**src/rtl/lpt_pkg.sv**
```systemverilog
package lpt_pkg;
   localparam int unsigned OFF_STAT = 32'h00;
   localparam int unsigned OFF_CLR  = 32'h04;
   localparam int unsigned OFF_IEN  = 32'h08;
   localparam int unsigned OFF_CFG  = 32'h0C;
   localparam int unsigned OFF_CTRL = 32'h10;
   localparam int unsigned OFF_ARR  = 32'h18;
   localparam int unsigned OFF_CNT  = 32'h1C;

   localparam int unsigned B_EN     = 0;
   localparam int unsigned B_ONE    = 1;
   localparam int unsigned B_REP    = 2;
   localparam int unsigned B_MATCH  = 1;
   localparam int unsigned PSC_LSB  = 9;

   typedef struct packed {
      logic stop;
      logic go_single;
      logic go_cont;
   } cmd_t;
endpackage

```
**src/rtl/lpt_prescaler.sv**
```systemverilog
module lpt_prescaler #(
   parameter int unsigned PSC_W = 3
) (
   input  logic             clk,
   input  logic             rst,
   input  logic             clr,
   input  logic             run,
   input  logic [PSC_W-1:0] psc,
   output logic             tick
);
   localparam int unsigned PH_W = (PSC_W == 0) ? 1 : ((1 << PSC_W) - 1);

   generate
      if (PSC_W == 0) begin : g_direct
         logic unused_in;
         assign unused_in = clr ^ clk ^ rst;
         assign tick = run;
      end else begin : g_divided
         logic [PH_W-1:0] phase_q;
         logic [PH_W-1:0] limit;

         assign limit = (PH_W'(1) << psc) - PH_W'(1);
         assign tick  = run && (phase_q >= limit);

         always_ff @(posedge clk) begin
            if (rst || clr) begin
               phase_q <= '0;
            end else if (run) begin
               phase_q <= tick ? '0 : phase_q + PH_W'(1);
            end
         end
      end
   endgenerate
endmodule

```
**src/rtl/lpt_counter.sv**
```systemverilog
module lpt_counter
   import lpt_pkg::*;
#(
   parameter int unsigned CNT_W = 16
) (
   input  logic             clk,
   input  logic             rst,
   input  cmd_t             cmd,
   input  logic             tick,
   input  logic [CNT_W-1:0] arr,
   output logic [CNT_W-1:0] cnt_q,
   output logic             run_q,
   output logic             cont_q,
   output logic             match
);
   logic hit;

   assign hit   = (cnt_q == arr);
   assign match = run_q && tick && hit;

   always_ff @(posedge clk) begin
      if (rst || cmd.stop) begin
         cnt_q <= '0;
      end else if (run_q && tick) begin
         cnt_q <= hit ? '0 : cnt_q + CNT_W'(1);
      end
   end

   always_ff @(posedge clk) begin
      if (rst || cmd.stop) begin
         run_q  <= 1'b0;
         cont_q <= 1'b0;
      end else if (cmd.go_cont || cmd.go_single) begin
         run_q  <= 1'b1;
         cont_q <= cmd.go_cont;
      end else if (match && !cont_q) begin
         run_q  <= 1'b0;
      end
   end
endmodule

```
**src/rtl/lpt_regs.sv**
```systemverilog
module lpt_regs
   import lpt_pkg::*;
#(
   parameter int unsigned ADDR_W = 5,
   parameter int unsigned DATA_W = 32,
   parameter int unsigned CNT_W  = 16,
   parameter int unsigned PSC_W  = 3,
   parameter bit          RD_REG = 1'b1
) (
   input  logic              clk,
   input  logic              rst,
   input  logic              wr_en,
   input  logic              rd_en,
   input  logic [ADDR_W-1:0] addr,
   input  logic [DATA_W-1:0] wdata,
   output logic [DATA_W-1:0] rdata,
   input  logic              match,
   input  logic [CNT_W-1:0]  cnt,
   output logic              en_q,
   output logic              ie_q,
   output logic              flag_q,
   output logic [CNT_W-1:0]  arr_q,
   output logic [PSC_W-1:0]  psc_q,
   output cmd_t              cmd
);
   localparam logic [CNT_W-1:0] ARR_RST = '1;

   logic wr_stat_clr, wr_ien, wr_cfg, wr_ctrl, wr_arr;
   logic [CNT_W-1:0]  arr_new;
   logic [DATA_W-1:0] rd_mux;
   logic              unused_wbits;

   assign unused_wbits = ^wdata;

   assign wr_stat_clr = wr_en && (addr == ADDR_W'(OFF_CLR));
   assign wr_ien      = wr_en && (addr == ADDR_W'(OFF_IEN));
   assign wr_cfg      = wr_en && (addr == ADDR_W'(OFF_CFG));
   assign wr_ctrl     = wr_en && (addr == ADDR_W'(OFF_CTRL));
   assign wr_arr      = wr_en && (addr == ADDR_W'(OFF_ARR));
   assign arr_new     = wdata[CNT_W-1:0];

   always_comb begin
      cmd.stop      = wr_ctrl && !wdata[B_EN];
      cmd.go_cont   = wr_ctrl &&  wdata[B_EN] && wdata[B_REP];
      cmd.go_single = wr_ctrl &&  wdata[B_EN] && wdata[B_ONE] && !wdata[B_REP];
   end

   always_ff @(posedge clk) begin
      if (rst) begin
         en_q   <= 1'b0;
         ie_q   <= 1'b0;
         psc_q  <= '0;
         arr_q  <= ARR_RST;
      end else begin
         if (wr_ctrl)                          en_q  <= wdata[B_EN];
         if (wr_ien && !en_q)                  ie_q  <= wdata[B_MATCH];
         if (wr_cfg)                           psc_q <= wdata[PSC_LSB +: PSC_W];
         if (wr_arr && en_q && arr_new != '0)  arr_q <= arr_new;
      end
   end

   always_ff @(posedge clk) begin
      if (rst) begin
         flag_q <= 1'b0;
      end else if (match) begin
         flag_q <= 1'b1;
      end else if (wr_stat_clr && wdata[B_MATCH]) begin
         flag_q <= 1'b0;
      end
   end

   always_comb begin
      rd_mux = '0;
      case (addr)
         ADDR_W'(OFF_STAT): rd_mux[B_MATCH] = flag_q;
         ADDR_W'(OFF_IEN):  rd_mux[B_MATCH] = ie_q;
         ADDR_W'(OFF_CFG):  rd_mux[PSC_LSB +: PSC_W] = psc_q;
         ADDR_W'(OFF_CTRL): rd_mux[B_EN] = en_q;
         ADDR_W'(OFF_ARR):  rd_mux[CNT_W-1:0] = arr_q;
         ADDR_W'(OFF_CNT):  rd_mux[CNT_W-1:0] = cnt;
         default:           rd_mux = '0;
      endcase
   end

   generate
      if (RD_REG) begin : g_rd_reg
         always_ff @(posedge clk) begin
            if (rst)        rdata <= '0;
            else if (rd_en) rdata <= rd_mux;
         end
      end else begin : g_rd_comb
         logic unused_rd;
         assign unused_rd = rd_en;
         assign rdata = rd_mux;
      end
   endgenerate
endmodule

```
**src/rtl/lp_event_timer.sv**
```systemverilog
module lp_event_timer
   import lpt_pkg::*;
#(
   parameter int unsigned ADDR_W = 5,
   parameter int unsigned DATA_W = 32,
   parameter int unsigned CNT_W  = 16,
   parameter int unsigned PSC_W  = 3
) (
   input  logic              clk,
   input  logic              rst,
   input  logic              wr_en,
   input  logic              rd_en,
   input  logic [ADDR_W-1:0] addr,
   input  logic [DATA_W-1:0] wdata,
   output logic [DATA_W-1:0] rdata,
   output logic              irq,
   output logic [CNT_W-1:0]  cnt_o
);
   generate
      if (CNT_W < 2 || CNT_W > DATA_W) begin : g_bad_cnt
         $error("lp_event_timer: CNT_W must lie in 2..DATA_W");
      end
      if (PSC_LSB + PSC_W > DATA_W) begin : g_bad_psc
         $error("lp_event_timer: prescaler field exceeds DATA_W");
      end
      if ((1 << ADDR_W) <= OFF_CNT) begin : g_bad_addr
         $error("lp_event_timer: ADDR_W too narrow for register map");
      end
   endgenerate

   cmd_t             cmd;
   logic             en_q, ie_q, flag_q;
   logic [CNT_W-1:0] arr_q, cnt_q;
   logic [PSC_W-1:0] psc_q;
   logic             run_q, cont_q, match, tick;

   lpt_regs #(
      .ADDR_W (ADDR_W),
      .DATA_W (DATA_W),
      .CNT_W  (CNT_W),
      .PSC_W  (PSC_W),
      .RD_REG (1'b1)
   ) u_regs (
      .clk    (clk),
      .rst    (rst),
      .wr_en  (wr_en),
      .rd_en  (rd_en),
      .addr   (addr),
      .wdata  (wdata),
      .rdata  (rdata),
      .match  (match),
      .cnt    (cnt_q),
      .en_q   (en_q),
      .ie_q   (ie_q),
      .flag_q (flag_q),
      .arr_q  (arr_q),
      .psc_q  (psc_q),
      .cmd    (cmd)
   );

   lpt_prescaler #(.PSC_W(PSC_W)) u_psc (
      .clk  (clk),
      .rst  (rst),
      .clr  (cmd.stop),
      .run  (run_q),
      .psc  (psc_q),
      .tick (tick)
   );

   lpt_counter #(.CNT_W(CNT_W)) u_cnt (
      .clk    (clk),
      .rst    (rst),
      .cmd    (cmd),
      .tick   (tick),
      .arr    (arr_q),
      .cnt_q  (cnt_q),
      .run_q  (run_q),
      .cont_q (cont_q),
      .match  (match)
   );

   assign irq   = flag_q && ie_q;
   assign cnt_o = cnt_q;
endmodule

```
**config.mk**
```make
export PLATFORM = sky130hd
export DESIGN_NAME = lp_event_timer
export DESIGN_NICKNAME = d
export VERILOG_FILES = /design/src/rtl/lpt_pkg.sv /design/src/rtl/lpt_prescaler.sv /design/src/rtl/lpt_counter.sv /design/src/rtl/lpt_regs.sv /design/src/rtl/lp_event_timer.sv
export SDC_FILE = /design/constraint.sdc
export NUM_CORES = 1
export LEC_CHECK = 0
export BUFFER_PORTS_ARGS = -buffer_cell sky130_fd_sc_hd__buf_2
export CAP_MARGIN = 20
export CORE_MARGIN = 10
export CORE_UTILIZATION = 55
export CTS_CLUSTER_DIAMETER = 200
export CTS_CLUSTER_SIZE = 28
export DETAILED_ROUTE_END_ITERATION = 10
export PLACE_DENSITY_LB_ADDON = 0.25
export SETUP_SLACK_MARGIN = 0.2
export SLEW_MARGIN = 20
export SYNTH_ARGS = -nofsm -noshare
export SYNTH_HDL_FRONTEND = slang
export SYNTH_SLANG_ARGS = --single-unit
export TNS_END_PERCENT = 30
```
**constraint.sdc**
```tcl
create_clock -name clk -period 3.55 [get_ports clk]
set_input_delay 0.1775 -clock clk [delete_from_list [all_inputs] [get_ports clk]]
set_output_delay 0.1775 -clock clk [all_outputs]
set_load 0.02 [all_outputs]
```
### Word-level counts from Yosys, hierarchy flattened

Index checks and enable logic that the tools add are counted.

| cells by class | value |
|---|---|
| $add $sub $neg | 3 |
| order comparisons | 1 |
| eq/ne operators | 7 |
| shift operators | 1 |
| muxes and demuxes | 11 |
| reduce and logical (&&, ||, !) cells | 29 |

Operators by type and width:

| operator | number |
|---|---|
| $logic_and A1 B1 Y1 | 19 |
| $add A16 B1 Y16 const B | 1 |
| $eq A16 B16 Y1 | 1 |
| $mux W16 | 1 |
| $reduce_bool A16 Y1 | 1 |
| $eq A5 B5 Y1 const B | 3 |
| $pmux W7 S2 | 1 |
| $eq A5 B4 Y1 const B | 2 |
| $pmux W3 S3 | 1 |
| $pmux W4 S2 | 1 |
| $add A7 B1 Y7 const B | 1 |
| $ge A7 B7 Y1 | 1 |
| $mux W7 | 1 |
| $shl A1 B3 Y7 const A | 1 |
| $sub A7 B2 Y7 const B | 1 |
| $eq A5 B3 Y1 const B | 1 |
| $logic_not A5 Y1 | 1 |
| $logic_not A1 Y1 | 4 |
| $mux W1 | 4 |
| $pmux W1 S4 | 1 |
| $reduce_bool A2 Y1 | 2 |
| $pmux W1 S3 | 1 |
| $logic_or A1 B1 Y1 | 2 |

| word-level totals | value |
|---|---|
| flip-flop bits (word level) | 63 |
| bits of input ports | 41 |
| output and inout bits | 49 |
| logic and storage cells | 62 |

### Depth between registers and ports, before layout

| depth | value |
|---|---|
| word-level depth | 9 |
| depth in mapped cells | 9 |
| mapped depth without buffers | 7 |

### By module

From an unflattened synthesis, not the netlist that was laid out.

| unflattened totals | value |
|---|---|
| cell total of the unflattened synthesis | 400 |
| area total of the unflattened synthesis | 3,540.9 sq um |

Modules (own cells, without submodules):

| module | instances | cells an instance | area each (sq um) | sequential area each (sq um) |
|---|---|---|---|---|
| lpt_regs | 1 | 236 | 2,029.4 | 760.7 |
| lpt_counter | 1 | 106 | 973.4 | 360.3 |
| lpt_prescaler | 1 | 57 | 531.8 | 140.1 |
| lp_event_timer | 1 | 1 | 6.3 | 0.0 |

### Worst setup path after synthesis

OpenSTA, ideal clock, no wires.

| path | value |
|---|---|
| kind | register to register |
| start | register u_regs.psc_q[2] |
| end | register u_cnt.cnt_q[15] |
| data arrival time | 2.270 ns |
| setup slack | 1.214 ns |
| stages on the path, launching flop included | 10 |
| buffers on the path | 2 |
| path through | dfxtp_1 -> clkbuf_1 -> or3_1 -> ha_1 -> nand2b_4 -> a2111o_1 -> a21o_1 -> a21bo_2 -> buf_6 -> a21oi_2 |

| between the ends | value |
|---|---|
| cells in the longest elaborated chain, start to end | 5 |

RTL lines:

| what | line | RTL |
|---|---|---|
| from (decl) | lpt_regs.sv:23 | `output logic [PSC_W-1:0] psc_q,` |
| from (signal assigned) | lpt_regs.sv:57 | `if (wr_cfg) psc_q <= wdata[PSC_LSB +: PSC_W];` |
| $shl A1 B3 Y7 | lpt_prescaler.sv:22 | `assign limit = (PH_W'(1) << psc) - PH_W'(1);` |
| $sub A7 B2 Y7 | lpt_prescaler.sv:22 |  |
| $ge A7 B7 Y1 | lpt_prescaler.sv:23 | `assign tick = run && (phase_q >= limit);` |
| $logic_and A1 B1 Y1 | lpt_prescaler.sv:23 |  |
| $logic_and A1 B1 Y1 | lpt_counter.sv:24 | `end else if (run_q && tick) begin` |
| to (signal assigned) | lpt_counter.sv:25 | `cnt_q <= hit ? '0 : cnt_q + CNT_W'(1);` |
| to (decl) | lpt_counter.sv:11 | `output logic [CNT_W-1:0] cnt_q,` |

No other way between the ends.
A chain may end at the register's enable or synchronous reset.

### Worst setup path in the final report

| path | value |
|---|---|
| start | register u_regs.psc_q[1] |
| end | register u_cnt.cnt_q[9] |

Same word-level chain as after synthesis.

==> impl_metrics.tcl <==
set metrics [dict create \
    ys_ff_latch 63 \
    ys.flop_type "dfxtp_1" \
    vias_per_cell 5.77 \
    min_path_type "input port to register" \
    max_slew_margin 0.531 \
    drive_gt1_frac 0.240 \
    portBuffers 57 \
    synth_area_um2 3410 \
    clk_path_buf_depth 2 \
    clk_latency_ps 350 \
    postPlaceCellArea_um2 3630 \
    postCtsHoldBufs 0 \
    die_area_um2 9750 \
    antenna_found_initial 0 \
    nets 483 \
    slew_violations 0 \
    fin_crit_sh 0.723 \
    synthTopCellsByArea "dfxtp_1 37%, xnor2_1 5.4%, mux2_2 5.0%, a211o_1 3.9%, buf_4 3.7%" \
    max-vdd-ir-drop_mv 0.251 \
    cts_sinks 63 \
    power_density_nw_per_um2 383 \
    fp-row-count 28 \
    power_mw 1.47 \
    met1_length_um 3760 \
    start_util 0.572 \
    clock.fmax_mhz 390 \
    fp.dieH_um 98.7 \
    clk_pin_slew_worst_paths_ps 70 \
    synth_area_per_cell_um2 8.81 \
    netlist.top_cell.by_area "dfxtp_1" \
    grt_max_degree 40 \
    die-width_um 98.7 \
    max-cap-violations 0 \
    leakagePower_nw 1.50 \
    synth_edf_count 0 \
    numCtsBuffers 9 \
    n_antenna_cell 0 \
    synth_most_common_cell "dfxtp_1" \
    routed.top_layer "met4" \
    cts_resized 0 \
    finalSetupTns_ps 0 \
    vias 2958 \
    clock_skew_ps 10.2 \
    post-cts-setup-buffers 0 \
    ys_types 50 \
    end_kind "register" \
    ys_seq_area_frac 0.370 \
    rsz0062_at_grt "false" \
    antenna_left 0 \
    firstDrtPassIters 4 \
    grt_util_all_layers 0.173 \
    async_reset_ff_frac 0 \
    first_iter_violations 140 \
    tightest_slew_ps 704 \
    num_io_pins 90 \
    core_area_um2 5960 \
    fin_area_um2 3840 \
    hold_slack_ps 120 \
    grt_pass1_vias 2954 \
    worst_setup_path_start_kind "register" \
    wl_per_cell_um 16.5 \
    yosysWarningCount 0 \
    route.met2.wl_um 3990 \
    grt_overflow 0 \
    hold_viol_final 0 \
    area_growth_pct 12.6 \
    final-setup-viol-count 0 \
    wl_met3_um 539 \
    post-dp-hpwl_um 6230 \
    num-fill-cells 523 \
    gp_congestion 0.844 \
    grt_pass1_wl_um 14200 \
    crit_arrival_ps 2840 \
    htreeDepth 3 \
    drc 0 \
    cts_root_buf "clkbuf_8" \
    cts_tree "yes" \
    yosys-top-cells-count "63 x dfxtp_1, 25 x a21oi_1, 25 x nor2_1" \
    crit_fanout 14 \
    cp.required_ps 3830 \
    fin_crit_ps 2570 \
    synth_top_cell_area_share 0.370 \
    crit_type "register to register" \
    syn_inst 387 \
    status "complete, no violations" \
    routed_wl_um 8490 \
]
state kept, by name, indices dropped and copies added, names as in the netlist:
| register | cells |
|---|---|
| u_cnt.cnt_q | 16 |
| u_regs.rdata | 16 |
| u_cnt.run_q | 1 |
| u_psc.g_divided.phase_q | 7 |
| u_regs.en_q | 1 |
| u_regs.flag_q | 1 |
| u_regs.psc_q | 3 |
| u_cnt.cont_q | 1 |
| u_regs.ie_q | 1 |
| u_regs.arr_q | 16 |
critical path, stage by stage (launching register included):
cell      delay, ps
dfxtp_1         390
or3_1           370
ha_1            270
nand2b_4        140
a2111o_1        490
a41oi_2         490
o21ai_0         210
a21oi_2         140
placed cells by master, fill, tap and decap left out, drive strengths merged, types with 2 or more instances in the layout:
| cell | instances |
|---|---|
| nand2 | 18 |
| a211o | 15 |
| nor4 | 5 |
| conb | 16 |
| nor2 | 25 |
| o21a | 2 |
| a21oi | 34 |
| nor3 | 4 |
| xnor2 | 21 |
| dfxtp | 63 |
| a22oi | 5 |
| clkbuf | 13 |
| and3 | 16 |
| ha | 9 |
| nand4b | 2 |
| nand3 | 19 |
| xor2 | 3 |
| mux2i | 3 |
| nand2b | 13 |
| buf | 58 |
| inv | 9 |
| nand4 | 16 |
| a211oi | 4 |
| or3 | 13 |
| clkinv | 2 |
| o21ai | 17 |
| mux2 | 15 |
cell type report:
type | instances | area (um2) | area share
clock buffers | 13 | 169 | 0.0440
well taps | 75 | 93.8 | 0.0244
flip-flops and latches | 63 | 1260 | 0.329
inverters | 9 | 33.8 | 0.00880
clock inverters | 3 | 40.0 | 0.0104
repair buffers | 58 | 293 | 0.0763
multi-input cells | 292 | 1950 | 0.507
metrics by stage:
step | util | std cells | setup slack [ps]
2_1_floorplan | - | 402 | 1210
3_3_place_gp | 0.609 | 497 | 1080
3_5_place_dp | 0.609 | 497 | 1030
4_1_cts | 0.645 | 513 | 995
5_1_grt | 0.645 | 513 | 826
6_report | 0.645 | 513 | 984
path summary, 6_finish.rpt:
path / start / to / slack, ps / cells after the start
setup / recovery: u_regs.psc_q[1]$_SDFFE_PP0P_ / u_cnt.cnt_q[9]$_SDFFE_PP0P_ / 980 / 7
hold / removal: wdata[9] / u_regs.psc_q[0]$_SDFFE_PP0P_ / 120 / 3
setup reg to reg: u_regs.psc_q[1]$_SDFFE_PP0P_ / u_cnt.cnt_q[9]$_SDFFE_PP0P_ / 980 / 7
hold reg to reg: u_regs.flag_q$_SDFFE_PP0P_ / u_regs.flag_q$_SDFFE_PP0P_ / 470 / 2
power by group:
part	switching [mW]	internal [mW]
clock	0.275	0.380
combinational	0.0680	0.0335
sequential	0.00310	0.711
cell families after synthesis:
| kind of cell | Yosys count | synth area share |
|---|---|---|
| multiplexers | 18 | 0.0583 |
| AO/OA/AOI/OAI | 87 | 0.176 |
| adder cells (fa/ha/maj) | 9 | 0.0330 |
| XOR/XNOR | 24 | 0.0617 |
| buffers and inverters | 47 | 0.0752 |
| other | 1 | 0.00110 |
| flip-flops | 63 | 0.370 |
| AND/OR/NAND/NOR | 138 | 0.225 |
layer usage:
metal  vias up  GRT usage
met3        16     0.0426
met2        91      0.274
met4         0     0.0827
met5         -          0
li1       1460          -
met1      1391      0.214
Power figures use the tool's default switching activity.
